### src/rtl/rr_bus_arbiter.sv
module rr_bus_arbiter #(
  parameter int NUM_MASTERS = 4
) (
  input  logic                   clk,
  input  logic                   rst_n,
  input  logic [NUM_MASTERS-1:0] req,
  input  logic                   bus_busy,
  input  logic                   mode_rotate,
  output logic [NUM_MASTERS-1:0] grant
);

  localparam int IW = (NUM_MASTERS > 1) ? $clog2(NUM_MASTERS) : 1;

  logic [IW-1:0] owner;
  logic [IW-1:0] ptr;
  logic          mode_q;
  logic [IW-1:0] base;
  logic [IW-1:0] pick;
  logic          pick_vld;
  logic [IW-1:0] owner_next;
  logic          held;

  assign held       = |grant;
  assign base       = mode_q ? ptr : '0;
  assign owner_next = (owner == IW'(NUM_MASTERS - 1)) ? '0 : owner + 1'b1;

  always_comb begin
    logic [IW:0] idx;
    pick_vld = 1'b0;
    pick     = '0;
    for (int k = 0; k < NUM_MASTERS; k++) begin
      idx = {1'b0, base} + (IW+1)'(k);
      if (idx >= (IW+1)'(NUM_MASTERS)) idx = idx - (IW+1)'(NUM_MASTERS);
      if (!pick_vld && req[idx[IW-1:0]]) begin
        pick_vld = 1'b1;
        pick     = idx[IW-1:0];
      end
    end
  end

  always_ff @(posedge clk or negedge rst_n) begin
    if (!rst_n) begin
      grant  <= '0;
      owner  <= '0;
      ptr    <= '0;
      mode_q <= 1'b0;
    end else if (held) begin
      if (!req[owner]) begin
        grant <= '0;
        if (mode_q) ptr <= owner_next;
      end
    end else if (!bus_busy) begin
      mode_q <= mode_rotate;
      if (pick_vld) begin
        grant <= NUM_MASTERS'(1) << pick;
        owner <= pick;
      end
    end
  end

  AST_ONE_GRANT: assert property (@(posedge clk) disable iff (!rst_n)
    $onehot0(grant));

  AST_GRANT_WHEN_FREE: assert property (@(posedge clk) disable iff (!rst_n)
    (held && !$past(held)) |-> (!$past(bus_busy) && |($past(req) & grant)));

  AST_HOLD_WHILE_REQ: assert property (@(posedge clk) disable iff (!rst_n)
    (|(grant & req)) |=> $stable(grant));

  AST_NO_REQ_IDLE: assert property (@(posedge clk) disable iff (!rst_n)
    (!held && req == '0) |=> (grant == '0 && $stable(ptr)));

  AST_MODE_FROZEN: assert property (@(posedge clk) disable iff (!rst_n)
    held |=> $stable(mode_q));

  AST_FIXED_KEEPS_PTR: assert property (@(posedge clk) disable iff (!rst_n)
    !mode_q |=> $stable(ptr));

endmodule

### config.mk
export PLATFORM = sky130hd
export DESIGN_NAME = rr_bus_arbiter
export DESIGN_NICKNAME = d
export VERILOG_FILES = /design/src/rtl/rr_bus_arbiter.sv
export SDC_FILE = /design/constraint.sdc
export NUM_CORES = 1
export LEC_CHECK = 0
export ABC_AREA = 0
export CORE_MARGIN = 3
export CORE_UTILIZATION = 50
export DETAILED_ROUTE_END_ITERATION = 16
export PLACE_DENSITY = 0.76
export RECOVER_POWER = 50
export SLEW_MARGIN = 20
export SYNTH_ARGS = -nofsm -noshare
export SYNTH_HDL_FRONTEND = slang
export SYNTH_SLANG_ARGS = --single-unit
### constraint.sdc
create_clock -name clk -period 2.3 [get_ports clk]
set_input_delay 0.23 -clock clk [delete_from_list [all_inputs] [get_ports clk]]
set_output_delay 0.23 -clock clk [all_outputs]
set_load 0.01 [all_outputs]
# Word level (Yosys, flattened, before mapping)
# Index checks and enable logic that the tools add are counted.
# op_classes
n_addsub	8
muxes	28
bitwise	3
shift	1
magnitude_cmp	9
reduce_logical	12
n_eq_ne	3
# op_table
op	n
two-way mux 2 bit	10
two-way mux 4 bit	4
less-than comparator 2 x 3 -> 1 bit, second input constant	5
binary-select mux 1 bit (select 2 bit)	5
greater-or-equal comparator 3 bit, second input constant	3
two-way mux 1 bit	9
AND reduction 3 bit	3
subtractor 2 x 1 -> 2 bit, second input constant	4
adder 2 x 2 -> 3 bit, second input constant	2
OR reduction 4 bit	1
<< shifter 1 x 2 -> 4 bit, first input constant	1
adder 2 x 1 -> 3 bit, second input constant	1
greater-or-equal comparator 2 x 3 -> 1 bit, second input constant	1
logical AND 1 bit	3
zero test 1 bit	3
inverter 1 bit	3
adder 2 x 1 -> 2 bit, second input constant	1
equality test 2 bit, second input constant	1
!= test 2 x 1 -> 1 bit, second input constant	1
!= test 2 bit, second input constant	1
AND reduction 2 bit	1
nonzero test 2 bit	1
# totals
reg_bits	9
in_bits	8
wordCells	68

# Longest topological paths before layout
# Gate-level depths: netlist of run 1.
# logic_depth
word_depth	19
mapped_depth	6
mapped_depth_nobuf	5

# Least setup slack after synthesis of run 1
# Ideal clock, no wire load.
# synth_path
kind	register -> register
from	register mode_q
to	register grant[0]
slack_ns	0.623
arrival_time_ns	1.556
path_buffers	0
t_required_ns	2.179
path_stages_with_launch	6
setup_time_ns	0.121
cell_sequence	dfrtp_1 nand2_2 o32a_1 a222oi_1 nor4b_2 a22o_1
# synth_via
elab_chain_len	19
elab_cells_between_ends	44
cone_classes	add/sub: 7; order compare: 4; shift: 1; mux: 24; reduce/logical: 8
# synth_lines
element	line	source
start: declaration	16	logic mode_q;
start signal: assignment	53	mode_q <= mode_rotate;
two-way mux 2 bit *	24	assign base = mode_q ? ptr : '0;
parallel branches: the longest is 18 deep, another holds adder 2 x 1 -> 3 bit	n/a	
end signal: assignment	55	grant <= NUM_MASTERS'(1) << pick;
end: declaration	9	output logic [NUM_MASTERS-1:0] grant
# Every way passes the cells marked *. The select of a mux whose other input is x is not followed.
# A chain may end at the register's enable or synchronous reset.

# Worst setup path after layout of run 1
# layout_path
from	register ptr[1]
to	register grant[1]
# layout_via
elab_chain_len	19
elab_cells_between_ends	44
cone_classes	add/sub: 7; order compare: 4; shift: 1; mux: 24; reduce/logical: 8
# layout_lines
element	line	source
start: declaration	15	logic [IW-1:0] ptr;
start signal: assignment	50	if (mode_q) ptr <= owner_next;
two-way mux 2 bit *	24	
parallel branches: the longest is 18 deep, another holds adder 2 x 1 -> 3 bit	n/a	
# Marks and branches as above.

==> impl_results.md, run 1 <==
* Status: finished, final reports clean
* CTS Buf Count at 3
* FMAX at 0.501 GHz
* Cell Count, Final, Fillers Out at 106
* Worst hold slack at 0.330 ns
* Top-area cell type share of the netlist area at 0.320
* Global placement routability congestion at 0.841
* Hold Violations, Final at 0
* Crit path max fanout at 14
* Post-Synthesis Net Count at 86
* Slew at the pin with the worst max-slew slack at 0.433 ns
* Area delta synth->final at 24.4%
* Worst EP arrival at 2.14 ns
* First-pass GRT wire length at 2.63 mm
* Total of max-cap violations at 0
* Drt first pass iters at 4
* Pleak at 0.360 nW
* N_diodes at 0
* FP Rows at 12
* Synth Register Bits at 9
* Initial core utilization at 0.578
* Starting DRT DRC Count at 32
* Number of synthesized flops with an enable pin at 0
* Grt ovf at 0
* CP required at 2.45 ns
* Mapped cell area at 703 sq um
* Setup violations, final at 0
* Clock Skew at slightly above 0.008 ns
* Worst slack, placed at approximately 0.15 ns
* Top cell type by total area after synthesis: dfrtp_1
* Final period util at 0.867
* Clock Tree Buf Depth at 2
* Die Span X at 43.5 microns
* Max transition margin at 0.712
* Clock root cell: clkbuf_4
* CTS clk-pin slew, worst paths at around 0.060 ns
* Setup Buffers After CTS at 0
* Count of cell types in the netlist at 37
* Vias in the first global route at 593
* Layout Nets at 102
* Syn Inst Count at 77
* Number of port buffers at 11
* Synth top area cells: dfrtp_1 32%, mux2_2 6.4%, nor2b_1 5.3%, a21oi_1 3.6%, mux4_2 3.2%
* Fin. max-slew vios at 0
* Final worst slack at 0.305 ns
* DRC violations left at 0
* Post-DP Area at about 850 sq um
* DR WL/cell at 14.3 microns
* Syn avg cell area at 9.13 sq um
* Vias after detailed routing at ~670
* Post-layout min period at 1.99 ns
* Crit Path Class: flip-flop to flip-flop
* CTS sink count at 9
* GRT Overall Usage at 0.188
* VDD IR max at 0.701 mV
* Inst Count DP at around 100
* TritonCTS clock tree: yes
* HPWL after detailed placement at 1.18 mm
* Ys flop type: dfrtp_1
* Tot Pwr at 1.11 mW
* Die Y at around 44 microns
* Count leader, synth: dfrtp_1
* I/O pin cnt at 12
* Post-CTS sizing at 0
* Hold buffers post-CTS at 0
* Largest net degree at the start of global routing at 15
* Final cell utilization of the core at 0.719
* Ys async rst share at 1.00
* Post-route ant nets at 0
* Unrepaired setup endpoints after global routing: no
* Initial antenna violation count at 0
* Total negative setup slack at 0 ns
* CP endpoint kind: flip-flop
* Routed wire length at 1.52 mm
* Hold Path Class: input pin to asynchronous set/reset pin
* Die Area at 0.00189 sq mm
* Core area at 0.00122 sq mm
* H-Tree Depth at 1
* Sequential element share of the synthesized area at 0.320
* Pwr dens at roughly 1300 mW/mm^2
* Skew-Pair Late Insertion Delay at between 0.2 and 0.3 ns
* R2r worst-path depth at 5
* Synth warnings at 0
* Startpoint types: flip-flop
* Synth top cells by count: 9 x dfrtp_1, 6 x nor2_1, 6 x nor2b_1, 5 x a21oi_1
* Post-route cell area at about 900 sq um
* Layout cell share with drive strength beyond 1 at 0.185
* Vias per inst at 6.30
-- logic make-up after synthesis --
logic type | count (synthesis) | share of synthesized area
simple gates | 33 | 0.283
compound gates | 21 | 0.222
flops | 9 | 0.320
buf+inv | 6 | 0.0338
mux | 6 | 0.110
xor+xnor | 1 | 0.0125
fa+ha+maj | 1 | 0.0178
-- power by group --
part / internal, mW / switching (mW)
Combinational: 0.339 / 0.324
Sequential: 0.234 / 0.0918
Clock: 0.0664 / 0.0491
-- routing by layer --
| metal | up-vias | global-route usage | share of wire |
|---|---|---|---|
| met2 | 37 | 0.280 | 0.49 |
| met1 | 312 | 0.260 | 0.42 |
| met4 | 0 | 0.0361 | 0 |
| met3 | 0 | 0.0747 | 0.092 |
| li1 | 319 | - | - |
| met5 | - | 0 | 0 |
-- cell usage in the layout, fill, tap and decap left out, types with 2 or more instances in the layout --
cell type | synthesis | routed
nand2b_1 | 3 | 3
a22o_1 | 2 | 2
nand3_1 | 2 | 2
dlygate4sd3_1 | 0 | 3
o21ai_0 | 2 | 2
clkdlybuf4s50_1 | 0 | 8
nand2_1 | 4 | 4
nor2_1 | 6 | 6
nor2b_1 | 6 | 6
and2_1 | 2 | 2
buf_4 | 0 | 5
mux2_2 | 4 | 4
dfrtp_1 | 9 | 9
nor3_1 | 2 | 2
o21ai_1 | 2 | 2
clkbuf_4 | 0 | 3
and4b_1 | 2 | 2
a21oi_1 | 5 | 5
-- sequential cells by signal (all words and copies together) (netlist names) --
register / cells
grant: 4
mode_q: 1
owner: 2
ptr: 2
-- final cells by class --
class                   count  area (sq um)
clock buffers               4          26.3
fillers                    96           342
inverters                   1          3.75
multi-input cells          62           454
flip-flops and latches      9           225
well taps                  14          17.5
repair buffers             16           148
-- worst max-delay path: stages (launching register included) --
cell	delay, ns
dfrtp_1	0.59
nor2b_1	0.13
o32a_1	0.38
a222oi_1	0.44
nor4b_2	0.12
a22o_1	0.22
-- worst paths after layout --
path | from | endpoint | slack, ns
max reg2reg | ptr[1] | grant[1] | 0.31
min reg2reg | grant[2] | grant[2] | 0.52
max | ptr[1] | grant[1] | 0.31
min in group clk | grant[2] | grant[2] | 0.52
min | rst_n | grant[3] | 0.33
max in group asynchronous | rst_n | owner[1] | 1.68
Note: power is estimated with default switching activity, not from simulation.
==> run 2: changes to the inputs <==
- MAX_ROUTING_LAYER: default -> met4
- clock period: 2.3 -> 2.05 ns (I/O delays scaled with it)
==> run 2 against run 1 <==
Against the previous run:
- die area stayed put
- count of clock-buffer cells in the layout stayed put
- power is 17% higher
- clock skew is 0.0026 ns lower
- combinational power is 19% higher
- largest cell class unchanged
- worst hold slack worse by 0.025 ns
==> impl_results.md, run 2 (same netlist as run 1, synthesis figures left out) <==
* CTS clk-pin slew, worst paths at 0.06 ns (about the same)
* VDD IR max at 0.905 mV (was 0.701 mV)
* N_diodes at 0 (unchanged)
* H-Tree Depth at 1 (unchanged)
* Fin. max-slew vios at 0 (unchanged)
* Largest net degree at the start of global routing at 12 (was 15)
* Clock Skew at 0.00569 ns (was 0.00831 ns)
* First-pass GRT wire length at 2.88 mm (was 2.63 mm)
* Final period util at 0.976
* Initial core utilization at 0.578 (unchanged)
* Layout Nets at 105 (was 102)
* Area delta synth->final at 29.0% (was 24.4%)
* CTS Buf Count at 3 (unchanged)
* Skew-Pair Late Insertion Delay at 0.26 ns (about the same)
* Hold Path Class: input pin to asynchronous set/reset pin (unchanged)
* Pleak at 0.377 nW (was 0.360 nW)
* Worst EP arrival at 2.18 ns (was 2.14 ns)
* Die Y at 43.5 microns (unchanged)
* Clock root cell: clkbuf_4 (unchanged)
* DR WL/cell at 15.8 microns (was 14.3 microns)
* Crit Path Class: input pin to flip-flop (was flip-flop to flip-flop)
* Tot Pwr at 1.29 mW (was 1.11 mW)
* Register with the most flip-flops: grant (unchanged)
* Clock Tree Buf Depth at 2 (unchanged)
* DRC violations left at 0 (unchanged)
* Final worst slack at 0.0497 ns (was 0.305 ns)
* TritonCTS clock tree: yes (unchanged)
* Most frequent cells in the layout: 8 x dfrtp_1, 8 x clkdlybuf4s50_1, 8 x buf_4, 6 x nor2b_1, 6 x nor2_1 (was 9 x dfrtp_1, 8 x clkdlybuf4s50_1, 6 x nor2b_1, 6 x nor2_1)
* Worst slack, placed at -0.0373 ns (was 0.145 ns)
* Final cell utilization of the core at 0.746 (was 0.719)
* FP Rows at 12 (unchanged)
* Die Span X at 43.5 microns (unchanged)
* Starting DRT DRC Count at 26 (was 32)
* Vias per inst at 6.21 (was 6.30)
* Max transition margin at 0.600 (was 0.712)
* Global placement routability congestion at 0.934 (was 0.841)
* Die Area at 0.00189 sq mm (unchanged)
* Slew at the pin with the worst max-slew slack at 0.601 ns (was 0.433 ns)
* Crit path max fanout at 7 (was 14)
* Layout cell share with drive strength beyond 1 at 0.221 (was 0.185)
* FF-to-FF Start: ptr[1] (unchanged)
* CTS sink count at 9 (unchanged)
* FMAX at ~0.50 GHz
* Worst hold slack at 0.305 ns (was 0.330 ns)
* Setup violations, final at 0 (unchanged)
* Top Registers: grant (4), owner (2), ptr (2) (unchanged)
* Core area at 0.00122 sq mm (unchanged)
* I/O pin cnt at 12 (unchanged)
* CP required at 2.23 ns (was 2.45 ns)
* Vias in the first global route at 636 (was 593)
* Grt ovf at 0 (unchanged)
* HPWL after detailed placement at 1.37 mm (was 1.18 mm)
* Setup crit start: req[3] (was ptr[1])
* Vias after detailed routing at 677 (was 668)
* Post-layout min period at approximately 2 ns
* Total of max-cap violations at 0 (unchanged)
* Number of port buffers at 11 (unchanged)
* Routed wire length at 1.73 mm (was 1.52 mm)
* CP endpoint kind: flip-flop (unchanged)
* Status: finished, final reports clean (unchanged)
* GRT Overall Usage at 0.212 (was 0.188)
* Hold Violations, Final at 0 (unchanged)
* Startpoint types: input pin (was flip-flop)
* Post-route ant nets at 0 (unchanged)
* Max reg flops at 4 (unchanged)
* Pwr dens at 1430 mW/mm^2 (was 1260 mW/mm^2)
* Hold buffers post-CTS at 0 (unchanged)
* Initial antenna violation count at 0 (unchanged)
* Drt first pass iters at 5 (was 4)
==> run 2: critical path, stage by stage <==
cell	delay [ns]
clkdlybuf4s50_1	0.51
nand2b_1	0.20
a211o_1	0.32
a222oi_1	0.57
o31ai_1	0.21
o21ai_1	0.16
==> run 2: area by class of cell <==
type | instances | area [sq um]
multi-input combinational | 62 | 463
timing repair buffer | 19 | 170
fill | 107 | 309
inverter | 1 | 3.75
tap | 14 | 17.5
sequential | 9 | 226
clock buffer | 4 | 26.3
==> run 2: timing repair <==
action,CTS,global route
setup buffers,0,0
gates resized for setup,0,2
setup endpoints to repair,0,2
==> run 2: stage by stage <==
stage / instances / instance area (sq um) / setup TNS, ns
2_1_floorplan: 77 / 703 / 0
3_3_place_gp: 105 / 871 / 0
3_5_place_dp: 105 / 871 / -0.127
4_1_cts: 109 / 897 / 0
5_1_grt: 109 / 907 / -0.00856
6_report: 109 / 907 / 0
==> run 2: where the power goes <==
part,switching (mW),internal [mW]
clock network,0.0571,0.0747
logic,0.386,0.406
registers,0.106,0.265
total,0.549,0.746
==> run 2: path summary, 6_finish.rpt <==
check                           endpoint  slack [ns]  cells after the start
worst max-delay path            grant[2]        0.05                      6
worst min-delay path            grant[3]        0.31                      1
worst max register to register  grant[2]        0.08                      5
worst min register to register  grant[2]        0.53                      2
max in group asynchronous         ptr[1]        1.43                      1
min in group clk                grant[2]        0.53                      2
==> run 2: routing by layer <==
layer / track usage / part of all wire
met1: 0.288 / 0.45
met2: 0.295 / 0.46
met3: 0.0788 / 0.076
met4: 0.0542 / 0.0075
met5: - / 0
==> run 3: changes to the inputs <==
- REMOVE_ABC_BUFFERS: default -> 1
==> run 3 against run 2 <==
Against the previous run:
- global-route usage is 0.26 points lower
- power fell by 0.83%
- fmax rose by 4.6%
- design area shrank 0.14%
- highest routed layer unchanged
- first-iteration DRC count rose by 50%
- worst setup slack improved by 0.088 ns
- largest power group unchanged
- sequential power about the same
- clock skew fell by 0.0047 ns
==> impl_results.md, run 3 (same netlist as run 1, synthesis figures left out) <==
* I/O pin cnt at 12 (unchanged)
* Tot Pwr at 1.28 mW (was 1.29 mW)
* Setup crit start: grant[1] (was req[3])
* Register with the most flip-flops: grant (unchanged)
* Crit path capture: grant[0] (was grant[2])
* Commonest non-fill, non-tap cell in the layout: buf_4
* Total of max-cap violations at 0 (unchanged)
* Setup violations, final at 0 (unchanged)
* First-pass GRT wire length at 2.84 mm (was 2.88 mm)
* FF-to-FF setup slack at 0.14 ns (was 0.08 ns)
* Vias per inst at 6.44 (was 6.21)
* Core area at 0.00122 sq mm (unchanged)
* Hold buffers post-CTS at 0 (unchanged)
* Pleak at 0.378 nW (was 0.377 nW)
* DR WL/cell at 15.8 microns (about the same)
* Crit Path Class: flip-flop to flip-flop (was input pin to flip-flop)
* Fin. max-slew vios at 0 (unchanged)
* DRC violations left at 0 (unchanged)
* VDD IR max at 0.881 mV (was 0.905 mV)
* Clock root cell: clkbuf_4 (unchanged)
* Post-route cell area at 906 sq um (was 907 sq um)
* Worst path slowest cell: nor4_1 (was a222oi_1)
* GRT Overall Usage at 0.209 (was 0.212)
* Top Registers: grant (4), owner (2), ptr (2) (unchanged)
* Startpoint types: flip-flop (was input pin)
* CTS clk-pin slew, worst paths at 0.06 ns (about the same)
* Global placement routability congestion at 0.860 (was 0.934)
* Buf/Inv on CP at 0 (was 1)
* Met3 Usage GRT at 0.0830 (was 0.0788)
* Slew at the pin with the worst max-slew slack at 0.418 ns (was 0.601 ns)
* FMAX at 0.523 GHz (was 0.500 GHz)
* R2R Path End: grant[0] (was grant[2])
* Die Span X at 43.5 microns (unchanged)
* Setup Buffers After CTS at 0 (unchanged)
* Vias in the first global route at 629 (was 636)
* Clock Tree Buf Depth at 2 (unchanged)
* TritonCTS clock tree: yes (unchanged)
* Hold Violations, Final at 0 (unchanged)
* H-Tree Depth at 1 (unchanged)
* Post-DP Area at 878 sq um (was 871 sq um)
* CP required at 2.24 ns (was 2.23 ns)
* CTS Buf Count at 3 (unchanged)
* Most frequent cells in the layout: 9 x buf_4, 8 x dfrtp_1, 8 x clkdlybuf4s50_1, 6 x nor2b_1, 6 x nor2_1 (was 8 x dfrtp_1, 8 x clkdlybuf4s50_1, 8 x buf_4, 6 x nor2b_1, 6 x nor2_1)
* FP Rows at 12 (unchanged)
* Skew-Pair Late Insertion Delay at 0.25 ns (was 0.26 ns)
* Crit path cell chain: nor4_1, nor2b_1, and2_1, nor4b_2, a22o_1 (was clkdlybuf4s50_1, nand2b_1, a211o_1, a222oi_1, o31ai_1, o21ai_1)
* Met1 GRT Util at 0.271 (was 0.288)
* N_diodes at 0 (unchanged)
* Post-route ant nets at 0 (unchanged)
* CTS sink count at 9 (unchanged)
* Routed wire length at 1.74 mm (was 1.73 mm)
* Initial antenna violation count at 0 (unchanged)
* CP top delay family: simple AND/OR/NAND/NOR gates (was compound AO/OA/AOI/OAI gates)
* Worst hold slack at 0.318 ns (was 0.305 ns)
* R2r worst-path depth at 5 (unchanged)
* Max transition margin at 0.720 (was 0.600)
* Final period util at 0.933 (was 0.976)
* Status: finished, final reports clean (unchanged)
* CP endpoint kind: flip-flop (unchanged)
* Number of port buffers at 11 (unchanged)
* FF-to-FF Start: grant[1] (was ptr[1])
* Clock Skew at 0.000949 ns (was 0.00569 ns)
* HPWL after detailed placement at 1.38 mm (was 1.37 mm)
* Post-layout min period at 1.91 ns (was 2.00 ns)
* Met2 GRT Util at 0.313 (was 0.295)
* Unrepaired setup endpoints after global routing: no
* Crit. path cell count at 5 (was 6)
* Layout cell share with drive strength beyond 1 at 0.229 (was 0.221)
* Hold Path Class: input pin to asynchronous set/reset pin (unchanged)
* Vias after detailed routing at 708 (was 677)
* Starting DRT DRC Count at 39 (was 26)
* Die Y at 43.5 microns (unchanged)
* Crit path max fanout at 4 (was 7)
* Grt ovf at 0 (unchanged)
* Pwr dens at 1420 mW/mm^2 (was 1430 mW/mm^2)
* Layout Nets at 106 (was 105)
* Max stage delay on crit path at 0.40 ns (was 0.57 ns)
* Worst EP arrival at 2.11 ns (was 2.18 ns)
* Initial core utilization at 0.578 (unchanged)
* Post-CTS sizing at 0 (unchanged)
* Max reg flops at 4 (unchanged)
* Drt first pass iters at 4 (was 5)
* Largest net degree at the start of global routing at 12 (unchanged)
* Area delta synth->final at 28.8% (was 29.0%)
* Die Area at 0.00189 sq mm (unchanged)
* GRT Max-Usage Layer: met2 (unchanged)
[run 3: changes by cell type in the layout (fill, tap and decap cells not counted)]
cell	change
buf_4	+1
nor4b_2	+1
nor4b_4	-1
[run 3: stage by stage]
stage          setup WS [ns]  std cells  setup TNS [ns]  utilization
2_1_floorplan          0.199         72               0            -
3_3_place_gp         -0.0161        106         -0.0318        0.722
3_5_place_dp         -0.0480        106          -0.148        0.722
4_1_cts                0.134        110               0        0.744
5_1_grt               0.0187        110               0        0.745
6_report               0.137        110               0        0.745
[run 3: power breakdown]
group,internal [mW],total (mW),switching [mW]
clock,0.0747,0.132,0.0572
combinational,0.395,0.783,0.389
sequential,0.265,0.369,0.104
[run 3: layout make-up]
cell class | instances | area, sq um
clock buffers | 4 | 26.3
fillers | 91 | 310
inverters | 1 | 3.75
multi-input cells | 62 | 454
flip-flops and latches | 9 | 226
well taps | 14 | 17.5
repair buffers | 20 | 178
[run 3: worst min-delay path by stage]
stage | endpoint | slack [ns] | depth (start not counted)
floorplan | grant[0] | -0.09 | 0
global placement | grant[2] | 0.51 | 2
detailed placement | owner[0] | 0.52 | 1
CTS | owner[0] | 0.25 | 1
global route | owner[1] | 0.32 | 1
finish | owner[1] | 0.32 | 1
[run 3: layer usage]
| layer | vias to the layer above | part of all wire |
|---|---|---|
| li1 | 333 | - |
| met1 | 347 | 0.45 |
| met2 | 26 | 0.47 |
| met3 | 2 | 0.079 |
| met4 | 0 | 0.0046 |
| met5 | - | 0 |
